===== src/rtl/vnx_pkg.sv =====
package vnx_pkg;
    typedef enum logic [1:0] {
        FLT_NONE   = 2'b00,
        FLT_MISS   = 2'b01,
        FLT_BOUNDS = 2'b10
    } flt_e;

    localparam int WAYS = 2;
endpackage


===== src/rtl/xlat_way_pick.sv =====
// Chooses the way used by a lookup or an insertion within one set.
module xlat_way_pick (
    input  logic [1:0] vld_i,
    input  logic [1:0] match_i,
    input  logic       lru_i,
    output logic       hit_o,
    output logic       way_o
);
    always_comb begin
        hit_o = |match_i;
        if (match_i[1])      way_o = 1'b1;
        else if (match_i[0]) way_o = 1'b0;
        else if (!vld_i[0])  way_o = 1'b0;
        else if (!vld_i[1])  way_o = 1'b1;
        else                 way_o = lru_i;
    end
endmodule


===== src/rtl/seg_bounds_chk.sv =====
// Registered segment-length check and effective address generation.
module seg_bounds_chk #(
    parameter int BASE_W = 16,
    parameter int LEN_W  = 12
) (
    input  logic              clk,
    input  logic              rst_n,
    input  logic              valid_i,
    input  logic [BASE_W-1:0] base_i,
    input  logic [LEN_W-1:0]  len_i,
    input  logic [LEN_W-1:0]  idx_i,
    output logic              done_o,
    output logic              fault_o,
    output logic [1:0]        code_o,
    output logic [BASE_W-1:0] addr_o
);
    import vnx_pkg::*;

    typedef struct packed {
        logic              done;
        logic              fault;
        flt_e              code;
        logic [BASE_W-1:0] addr;
    } bst_t;

    bst_t bs_d, bs_q;

    always_comb begin
        bs_d       = bs_q;
        bs_d.done  = valid_i;
        bs_d.fault = valid_i && (idx_i >= len_i);
        bs_d.code  = bs_d.fault ? FLT_BOUNDS : FLT_NONE;
        bs_d.addr  = (valid_i && !bs_d.fault) ? base_i + BASE_W'(idx_i) : '0;
    end

    always_ff @(posedge clk) begin
        if (!rst_n) bs_q <= '0;
        else        bs_q <= bs_d;
    end

    assign done_o  = bs_q.done;
    assign fault_o = bs_q.fault;
    assign code_o  = bs_q.code;
    assign addr_o  = bs_q.addr;
endmodule


===== src/rtl/vname_xlat_cache.sv =====
module vname_xlat_cache #(
    parameter int NAME_W   = 16,
    parameter int BASE_W   = 16,
    parameter int LEN_W    = 12,
    parameter int SETS     = 8,
    parameter int NUM_REGS = 4,
    localparam int REG_W   = $clog2(NUM_REGS)
) (
    input  logic              clk,
    input  logic              rst_n,
    input  logic              req_valid_i,
    input  logic              req_enter_i,
    input  logic [NAME_W-1:0] req_name_i,
    input  logic [BASE_W-1:0] req_base_i,
    input  logic [LEN_W-1:0]  req_len_i,
    input  logic [REG_W-1:0]  req_reg_i,
    output logic              busy_o,
    output logic              ar_we_o,
    output logic [REG_W-1:0]  ar_sel_o,
    output logic [BASE_W-1:0] ar_base_o,
    output logic [LEN_W-1:0]  ar_len_o,
    output logic              xl_fault_o,
    output logic [1:0]        xl_code_o,
    input  logic              acc_valid_i,
    input  logic [BASE_W-1:0] acc_base_i,
    input  logic [LEN_W-1:0]  acc_len_i,
    input  logic [LEN_W-1:0]  acc_idx_i,
    output logic              acc_done_o,
    output logic              acc_fault_o,
    output logic [1:0]        acc_code_o,
    output logic [BASE_W-1:0] acc_addr_o
);
    import vnx_pkg::*;

    localparam int SET_W = $clog2(SETS);
    localparam int TAG_W = NAME_W - SET_W;

    // Lookup stage encoding: 0 idle, 1 tag compare, 2 descriptor select, 3 result.
    typedef struct packed {
        logic [1:0]                               stg;
        logic [NAME_W-1:0]                        name;
        logic [REG_W-1:0]                         sel;
        logic                                     hit;
        logic                                     way;
        logic [BASE_W-1:0]                        base;
        logic [LEN_W-1:0]                         len;
        logic                                     ar_we;
        logic                                     xl_fault;
        logic [SETS-1:0]                          lru;
        logic [SETS-1:0][WAYS-1:0]                vld;
        logic [SETS-1:0][WAYS-1:0][TAG_W-1:0]     tag;
        logic [SETS-1:0][WAYS-1:0][BASE_W-1:0]    dbase;
        logic [SETS-1:0][WAYS-1:0][LEN_W-1:0]     dlen;
    } st_t;

    st_t st_d, st_q;

    logic              busy;
    logic              accept;
    logic [NAME_W-1:0] look_name;
    logic [SET_W-1:0]  look_set;
    logic [TAG_W-1:0]  look_tag;
    logic [WAYS-1:0]   match;
    logic              pick_hit;
    logic              pick_way;

    assign busy      = (st_q.stg != 2'd0);
    assign accept    = req_valid_i && !busy;
    assign look_name = busy ? st_q.name : req_name_i;
    assign look_set  = look_name[SET_W-1:0];
    assign look_tag  = look_name[NAME_W-1:SET_W];

    for (genvar w = 0; w < WAYS; w++) begin : g_cmp
        assign match[w] = st_q.vld[look_set][w] && (st_q.tag[look_set][w] == look_tag);
    end

    xlat_way_pick pick_i (
        .vld_i   (st_q.vld[look_set]),
        .match_i (match),
        .lru_i   (st_q.lru[look_set]),
        .hit_o   (pick_hit),
        .way_o   (pick_way)
    );

    always_comb begin
        st_d          = st_q;
        st_d.ar_we    = 1'b0;
        st_d.xl_fault = 1'b0;
        unique case (st_q.stg)
            2'd0: begin
                if (accept && req_enter_i) begin
                    st_d.vld[look_set][pick_way]   = 1'b1;
                    st_d.tag[look_set][pick_way]   = look_tag;
                    st_d.dbase[look_set][pick_way] = req_base_i;
                    st_d.dlen[look_set][pick_way]  = req_len_i;
                    st_d.lru[look_set]             = ~pick_way;
                end else if (accept) begin
                    st_d.stg  = 2'd1;
                    st_d.name = req_name_i;
                    st_d.sel  = req_reg_i;
                end
            end
            2'd1: begin
                st_d.hit = pick_hit;
                st_d.way = pick_way;
                st_d.stg = 2'd2;
            end
            2'd2: begin
                st_d.base = st_q.hit ? st_q.dbase[look_set][st_q.way] : '0;
                st_d.len  = st_q.hit ? st_q.dlen[look_set][st_q.way]  : '0;
                st_d.stg  = 2'd3;
            end
            2'd3: begin
                st_d.ar_we    = st_q.hit;
                st_d.xl_fault = !st_q.hit;
                if (st_q.hit) st_d.lru[look_set] = ~st_q.way;
                st_d.stg = 2'd0;
            end
        endcase
    end

    always_ff @(posedge clk) begin
        if (!rst_n) st_q <= '0;
        else        st_q <= st_d;
    end

    assign busy_o     = busy;
    assign ar_we_o    = st_q.ar_we;
    assign ar_sel_o   = st_q.sel;
    assign ar_base_o  = st_q.base;
    assign ar_len_o   = st_q.len;
    assign xl_fault_o = st_q.xl_fault;
    assign xl_code_o  = st_q.xl_fault ? FLT_MISS : FLT_NONE;

    seg_bounds_chk #(.BASE_W(BASE_W), .LEN_W(LEN_W)) bounds_i (
        .clk     (clk),
        .rst_n   (rst_n),
        .valid_i (acc_valid_i),
        .base_i  (acc_base_i),
        .len_i   (acc_len_i),
        .idx_i   (acc_idx_i),
        .done_o  (acc_done_o),
        .fault_o (acc_fault_o),
        .code_o  (acc_code_o),
        .addr_o  (acc_addr_o)
    );
endmodule


===== config.mk =====
export PLATFORM = sky130hd
export DESIGN_NAME = vname_xlat_cache
export DESIGN_NICKNAME = d
export VERILOG_FILES = /design/src/rtl/vnx_pkg.sv /design/src/rtl/xlat_way_pick.sv /design/src/rtl/seg_bounds_chk.sv /design/src/rtl/vname_xlat_cache.sv
export SDC_FILE = /design/constraint.sdc
export NUM_CORES = 2
export LEC_CHECK = 0
export BUFFER_PORTS_ARGS = -buffer_cell sky130_fd_sc_hd__buf_2
export CAP_MARGIN = 0
export CORE_MARGIN = 2
export CORE_UTILIZATION = 65
export DETAILED_ROUTE_END_ITERATION = 16
export PLACE_DENSITY = 0.87
export SYNTH_ARGS = -nofsm -noshare
export SYNTH_HDL_FRONTEND = slang
export SYNTH_SLANG_ARGS = --single-unit

===== constraint.sdc =====
create_clock -name clk -period 10.7 [get_ports clk]
set_input_delay 2.675 -clock clk [delete_from_list [all_inputs] [get_ports clk]]
set_output_delay 2.675 -clock clk [all_outputs]
set_load 0.1 [all_outputs]

Word level (Yosys, flattened, before mapping). Cells that the tools add are included.

Add/sub/neg operators: 1. Order comparisons: 6. Eq/ne operators: 9. Muxes and demuxes: 52. Bitwise operators: 4. Reductions and logical operators: 21.

Operators by type and width (number): two-way mux 680 bit (1); bitwise mux 256 bit (1); bitwise mux 208 bit (1); bitwise mux 192 bit (1); binary-select mux 32 bit (select 3 bit) (1); demux 32 bit (select 3 bit) (1); two-way mux 16 bit (5); binary-select mux 26 bit (select 3 bit) (1); demux 26 bit (select 3 bit) (1); binary-select mux 24 bit (select 3 bit) (1); demux 24 bit (select 3 bit) (1); two-way mux 32 bit (2); two-way mux 26 bit (2); two-way mux 12 bit (4); two-way mux 24 bit (2); two-way mux 20 bit (2); equality test 13 bit (2); adder 16 x 12 -> 16 bit (1); bitwise mux 8 bit (2); demux 16 bit (select 1 bit) (1); OR 16 bit (1); one-hot mux 8 bit (2 select lines) (1); demux 13 bit (select 1 bit) (1); two-way mux 13 bit (1); 26 further kinds (56).

Register bits after elaboration: 752. Bits of input ports: 91. Output and inout port bits: 55. Logic and storage cells: 163.

Depth between registers and ports, before layout.
Depth after elaboration: 17. Gate-level depth with buffers: 19. Depth with buffers taken out: 13.

Hierarchy. A second synthesis with hierarchy kept.

Cells, all modules: 4149. Area total of the unflattened synthesis: 33729.8 um^2.

Modules (own cells, without submodules): vname_xlat_cache (times used 1, cells each 3966, area an instance 32179.6 um^2, sequential area each 14654.1 um^2); seg_bounds_chk (times used 1, cells each 179, area an instance 1525.2 um^2, sequential area each 360.3 um^2); xlat_way_pick (times used 1, cells each 4, area an instance 25.0 um^2, sequential area each 0.0 um^2).

Least setup slack after synthesis. No wires, ideal clock.

Path type: input-to-reg. From: input req_name_i[0]. To: register st_q[113] (netlist name). Library setup time: 0.072 ns. Data arrival time: 5.516 ns. Required time: 10.628 ns. Slack: 5.113 ns. Stages on the path: 11. Buffers on the path: 1. Cell sequence: mux2i_4 -> mux2_2 -> o22ai_1 -> o32ai_4 -> xnor2_1 -> a2111oi_2 -> nand3_1 -> or4b_4 -> a32oi_4 -> buf_8 -> mux2i_1.

Longest elaborated chain between the ends: 14. Elaborated cells on any way between the ends: 26. Those cells by class: order compare (4); eq/ne (2); mux (16); reduce/logical (4).

RTL lines: start, declared (RTL line vname_xlat_cache.sv:13) `input logic [NAME_W-1:0] req_name_i,`; two-way mux 16 bit * (RTL line vname_xlat_cache.sv:69) `assign look_name = busy ? st_q.name : req_name_i;`; binary-select mux 26 bit (select 3 bit), or another cell as far along (RTL line vname_xlat_cache.sv:74) `assign match[w] = st_q.vld[look_set][w] && (st_q.tag[look_set][w] == look_tag);`; two-way mux 26 bit (not written as such), or another cell as far along (RTL line vname_xlat_cache.sv:74); equality test 13 bit / two-way mux 1 bit (equally long branches) (RTL line vname_xlat_cache.sv:74, xlat_way_pick.sv:14); logical AND 1 bit / two-way mux 1 bit (equally long branches) (RTL line vname_xlat_cache.sv:74, xlat_way_pick.sv:13); two-way mux 1 bit (RTL line xlat_way_pick.sv:12) `else if (match_i[0]) way_o = 1'b0;`; two-way mux 1 bit (RTL line xlat_way_pick.sv:11) `if (match_i[1]) way_o = 1'b1;`; less-than comparator 1 x 2 -> 1 bit (not written as such) / >= comparator 1 bit (equally long branches) (RTL line vname_xlat_cache.sv:95) `st_d.dlen[look_set][pick_way] = req_len_i;`; logical AND 1 bit (not written as such) (RTL line vname_xlat_cache.sv:95); two-way mux 12 bit (not written as such) (RTL line vname_xlat_cache.sv:95); demux 12 bit (select 1 bit) (RTL line vname_xlat_cache.sv:95); two-way mux 24 bit (not written as such) (RTL line vname_xlat_cache.sv:95); demux 24 bit (select 3 bit) * (RTL line vname_xlat_cache.sv:95); bitwise mux 192 bit * (RTL line vname_xlat_cache.sv:95); end signal, assigned (RTL line vname_xlat_cache.sv:124) `else st_q <= st_d;`; end, declared (RTL line vname_xlat_cache.sv:56) `st_t st_d, st_q;`.

Every way passes the cells marked *; elsewhere a longest branch is shown, timed or not. The select of a mux whose other input is x is not followed. A chain may end at the register's enable or synchronous reset.

Worst setup path after layout.
From: input req_name_i[0]. To: register st_q[387] (netlist name).

Longest elaborated chain between the ends: 14. Elaborated cells on any way between the ends: 26. Those cells by class: order compare (4); eq/ne (2); mux (16); reduce/logical (4).

RTL lines: two-way mux 16 bit * (RTL line vname_xlat_cache.sv:69); binary-select mux 26 bit (select 3 bit), or another cell as far along (RTL line vname_xlat_cache.sv:74); two-way mux 26 bit (not written as such), or another cell as far along (RTL line vname_xlat_cache.sv:74); equality test 13 bit / two-way mux 1 bit (equally long branches) (RTL line vname_xlat_cache.sv:74, xlat_way_pick.sv:14); logical AND 1 bit / two-way mux 1 bit (equally long branches) (RTL line vname_xlat_cache.sv:74, xlat_way_pick.sv:13); two-way mux 1 bit (RTL line xlat_way_pick.sv:12); two-way mux 1 bit (RTL line xlat_way_pick.sv:11); less-than comparator 1 x 2 -> 1 bit (not written as such) / >= comparator 1 bit (equally long branches) (RTL line vname_xlat_cache.sv:94) `st_d.dbase[look_set][pick_way] = req_base_i;`; logical AND 1 bit (not written as such) (RTL line vname_xlat_cache.sv:94); two-way mux 16 bit (not written as such) (RTL line vname_xlat_cache.sv:94); demux 16 bit (select 1 bit) (RTL line vname_xlat_cache.sv:94); two-way mux 32 bit (not written as such) (RTL line vname_xlat_cache.sv:94); demux 32 bit (select 3 bit) * (RTL line vname_xlat_cache.sv:94); bitwise mux 256 bit * (RTL line vname_xlat_cache.sv:94).

Marked as above.

==> parameters.txt <==
Parameter                              Value

Run status
  Result of the run    completed

Clock network
  CTS Root Cell    sky130_fd_sc_hd__clkbuf_16
  Cts hold-fix bufs    0
  Clock transition time at the flip-flop clock pins of the worst setup and hold paths    roughly 0.07 ns
  Max Root-Sink Buffers    3
  H-tree depth    3
  Clock sinks    750
  CTS tree    built
  Count of cells resized by post-cts repair    0
  Number of CTS-inserted buffers    72
  Clock latency of the later-clocked register in the worst-skew pair    between 0.6 and 0.7 ns
  Count of buffers added by post-CTS timing repair for setup    0

Die
  Width of the chip    233 um
  Die area    0.0541 sq mm
  Starting Density    0.660
  Height of the die    233 um
  Io pins    146
  Std-Cell Rows    83
  Total core area    slightly above 0.05 sq mm

Detailed routing
  Mean routed wirelength per cell    24.0 um
  Routed Wire Length    105 mm
  Initial drt markers    4190
  Number of remaining DRC errors    0
  Number of vias per cell    6.66
  Detailed Routing Iterations Pass 1    6
  Count of vias placed by the detailed router    29100
  Antenna Violating Nets Remaining    0

Synthesis
  Number of flops mapped to enable cells by yosys    0
  Mean cell area of the mapped netlist    9.13 sq um
  Post-synthesis compound-gate area fraction    0.109
  Share of synthesized cell area in full adder, half adder and majority cells    0.0109
  Cell variety after synth    78
  Top post-synthesis cells by area    sky130_fd_sc_hd__dfxtp_1 44%, sky130_fd_sc_hd__mux2i_1 20%, sky130_fd_sc_hd__nand2_1 11%, sky130_fd_sc_hd__clkbuf_1 2.3%, sky130_fd_sc_hd__o22ai_1 2.0%
  Share of flip-flops with an asynchronous set or reset    0
  Dominant combinational cell family by area after synthesis    multiplexers
  Most area-hungry cell type in the Yosys netlist    sky130_fd_sc_hd__dfxtp_1
  Number of synthesized register bits    750
  Mux share of post-synthesis cell area    0.217
  Simple-gate area share of the yosys netlist    0.153
  Seq/Total Area, Yosys    0.442
  Post-synthesis instance total    3720
  Share of the synthesized area in the top cell type    0.442
  Summed instance area of the synthesized netlist    ~0.034 sq mm
  Number of synthesis warnings    0
  Most used DFF post-synth    sky130_fd_sc_hd__dfxtp_1
  Post-synthesis xor/xnor area fraction    0.00902

Layout
  Finished Layout Cells    4366
  Proportion of layout cells with a drive suffix above 1    0.101
  Number of diodes added for antenna fixing    0
  Layout filler cell count    3559
  Area Growth Syn to Fin    7.46%
  Number of nets in the layout    3760

Global routing
  Pin count of the biggest net entering global routing    167
  Vias in the first global route    27800
  Antenna violations before repair    1
  First-pass GRT wire length    around 160 mm
  Tot GR Track Use    0.377
  Total congestion overflow after global routing    0

Power
  Post-layout power    a little over 8000 uW
  Total power per unit cell area    222 mW/mm^2
  Maximum resistive drop on vdd    0.185 mV
  Reported leakage power    between 0.015 and 0.02 uW

Critical path
  Largest stage delay on the critical path    ~0.77 ns
  Endpoint type of the worst setup path    flip-flop
  Type of the worst setup path    in -> reg
  Cell chain of the critical path    buf_2 > mux2i_4 > buf_4 > nand2_1 > o221ai_1 > a221oi_1 > xnor2_1 > nor3_1 > and4_1 > o21ai_2 > buf_4 > nor3_4 > buf_4 > mux2i_1
  Register-to-register setup slack    4.27 ns
  Crit path max fanout    60
  Kind of launch point of the worst setup path    input port
  Data required time at the worst endpoint    around 11 ns
  Number of cells traversed by the worst register-to-register path    15
  Worst path arrival time    roughly 7.9 ns
  Cell occurring most often along the worst timing path    sky130_fd_sc_hd__buf_4
  Slowest cell on the critical path    sky130_fd_sc_hd__nand2_1

STA
  Number of max-slew violations in the final report    0
  Unrepaired setup endpoints after global routing    no
  Final min period    around 7.4 ns
  Max-slew headroom at the worst pin    0.169
  Final count of negative-setup-slack endpoints    0
  Transition time at the pin with the least slew margin    1.24 ns
  Setup skew after layout    0.0269 ns
  Total negative slack for setup checks    0 ns
  Fmax    about 140 MHz
  Final critical-path share of the clock period    0.692
  Final Hold Vio Count    0

Placement
  Count of port buffers added during placement    143
  Weighted congestion at the end of routability-driven global placement    0.922
  Number of placed instances, taps included    about 4200
  Detailed placer's ending HPWL    60.4 mm

Min path
  Class of the tightest hold or removal check    reg -> reg
  Number of cells traversed by the worst hold path    2

Run
  Max-cap violations    0
-- final timing paths --
path	from	to
setup / recovery	req_name_i[0]	st_q[387]
hold reg to reg	st_q[661]	st_q[661]
setup reg to reg	st_q[730]	st_q[15]
hold / removal	st_q[661]	st_q[661]
-- cell usage after synthesis, drive strengths merged (35+ instances only) --
cell / count
nor2: 100
clkbuf: 204
dfxtp: 750
mux2i: 690
nor3: 43
o221ai: 41
a21boi: 50
a21oi: 48
o21ai: 115
nand2: 960
nand3: 52
o22ai: 109
inv: 35
buf: 155
-- per-layer routing --
metal	GRT usage	up-vias	part of all wire
met5	0	-	0.00014
met4	0.254	2	0.071
met3	0.0985	537	0.12
met2	0.573	2133	0.43
met1	0.471	13800	0.37
li1	-	12600	-
-- critical path: cells and delay by family --
kind	cells	cell delay, ns
and+or+nand+nor	4	1.99
buffers and inverters	4	1.92
AOI/OAI and AO/OA	3	0.60
muxes	2	0.46
xor gates and xnor gates	1	0.19
-- cell type report --
cell class	instances	area, sq um	share of cell area
timing repair buffer	204	1210	0.0331
clock inverter	16	205	0.00562
multi-input combinational	2577	17000	0.466
clock buffer	104	2070	0.0568
sequential	750	15000	0.411
inverter	35	131	0.00360
tap	680	851	0.0233
-- report_power, final --
part           leakage (uW)  internal, uW  total, uW  switching (uW)
Clock               0.00112          1440       2540            1100
Combinational       0.00831           720       2620            1900
Sequential          0.00605          2880       2930            53.3
-- state kept, by name, indices dropped and copies added, names as in the netlist --
register         cells
bounds_i.done_o      1
xl_fault_o           1
bounds_i.code_o      1
st_q               700
ar_base_o           16
ar_we_o              1
bounds_i.addr_o     16
ar_len_o            12
ar_sel_o             2
-- per-stage QoR --
step / hold WS [ns] / util / cell area, sq um / setup WS [ns]
after global placement: 0.432 / 0.665 / 34200 / 3.10
final: 0.449 / 0.709 / 36500 / 3.30
after CTS: 0.448 / 0.709 / 36500 / 3.53
after detailed placement: 0.439 / 0.665 / 34200 / 2.96
after global routing: 0.466 / 0.709 / 36500 / 3.23
after floorplan: 0.421 / - / 34000 / 5.11
-- cell families after synthesis --
family,after synthesis
xor gates and xnor gates,35
other,1
and+or+nand+nor,1248
adders and majority gates,29
muxes,724
AOI/OAI and AO/OA,539
DFF,750
buffers and inverters,394
-- placed cells by master, fill, tap and decap left out, types with 14 or more instances in the layout --
cell / netlist / routed
sky130_fd_sc_hd__o211ai_1: 17 / 17
sky130_fd_sc_hd__dfxtp_1: 750 / 749
sky130_fd_sc_hd__ha_1: 28 / 27
sky130_fd_sc_hd__a21oi_1: 48 / 47
sky130_fd_sc_hd__nand2_1: 960 / 959
sky130_fd_sc_hd__inv_1: 34 / 34
sky130_fd_sc_hd__buf_2: 48 / 142
sky130_fd_sc_hd__nor3_1: 36 / 36
sky130_fd_sc_hd__buf_4: 55 / 59
sky130_fd_sc_hd__o221ai_1: 41 / 41
sky130_fd_sc_hd__o21ai_0: 104 / 104
sky130_fd_sc_hd__and2_1: 18 / 17
sky130_fd_sc_hd__nand3_1: 47 / 47
sky130_fd_sc_hd__a21boi_0: 41 / 41
sky130_fd_sc_hd__a211oi_1: 14 / 14
sky130_fd_sc_hd__clkbuf_16: 0 / 74
sky130_fd_sc_hd__mux2i_1: 688 / 687
sky130_fd_sc_hd__clkbuf_1: 204 / 19
sky130_fd_sc_hd__o22ai_1: 109 / 109
sky130_fd_sc_hd__nor2_1: 99 / 99
sky130_fd_sc_hd__xnor2_1: 26 / 26
sky130_fd_sc_hd__nand2b_1: 17 / 17
sky130_fd_sc_hd__a31oi_1: 31 / 30
sky130_fd_sc_hd__mux2_2: 27 / 26
Power figures use the tool's default switching activity.
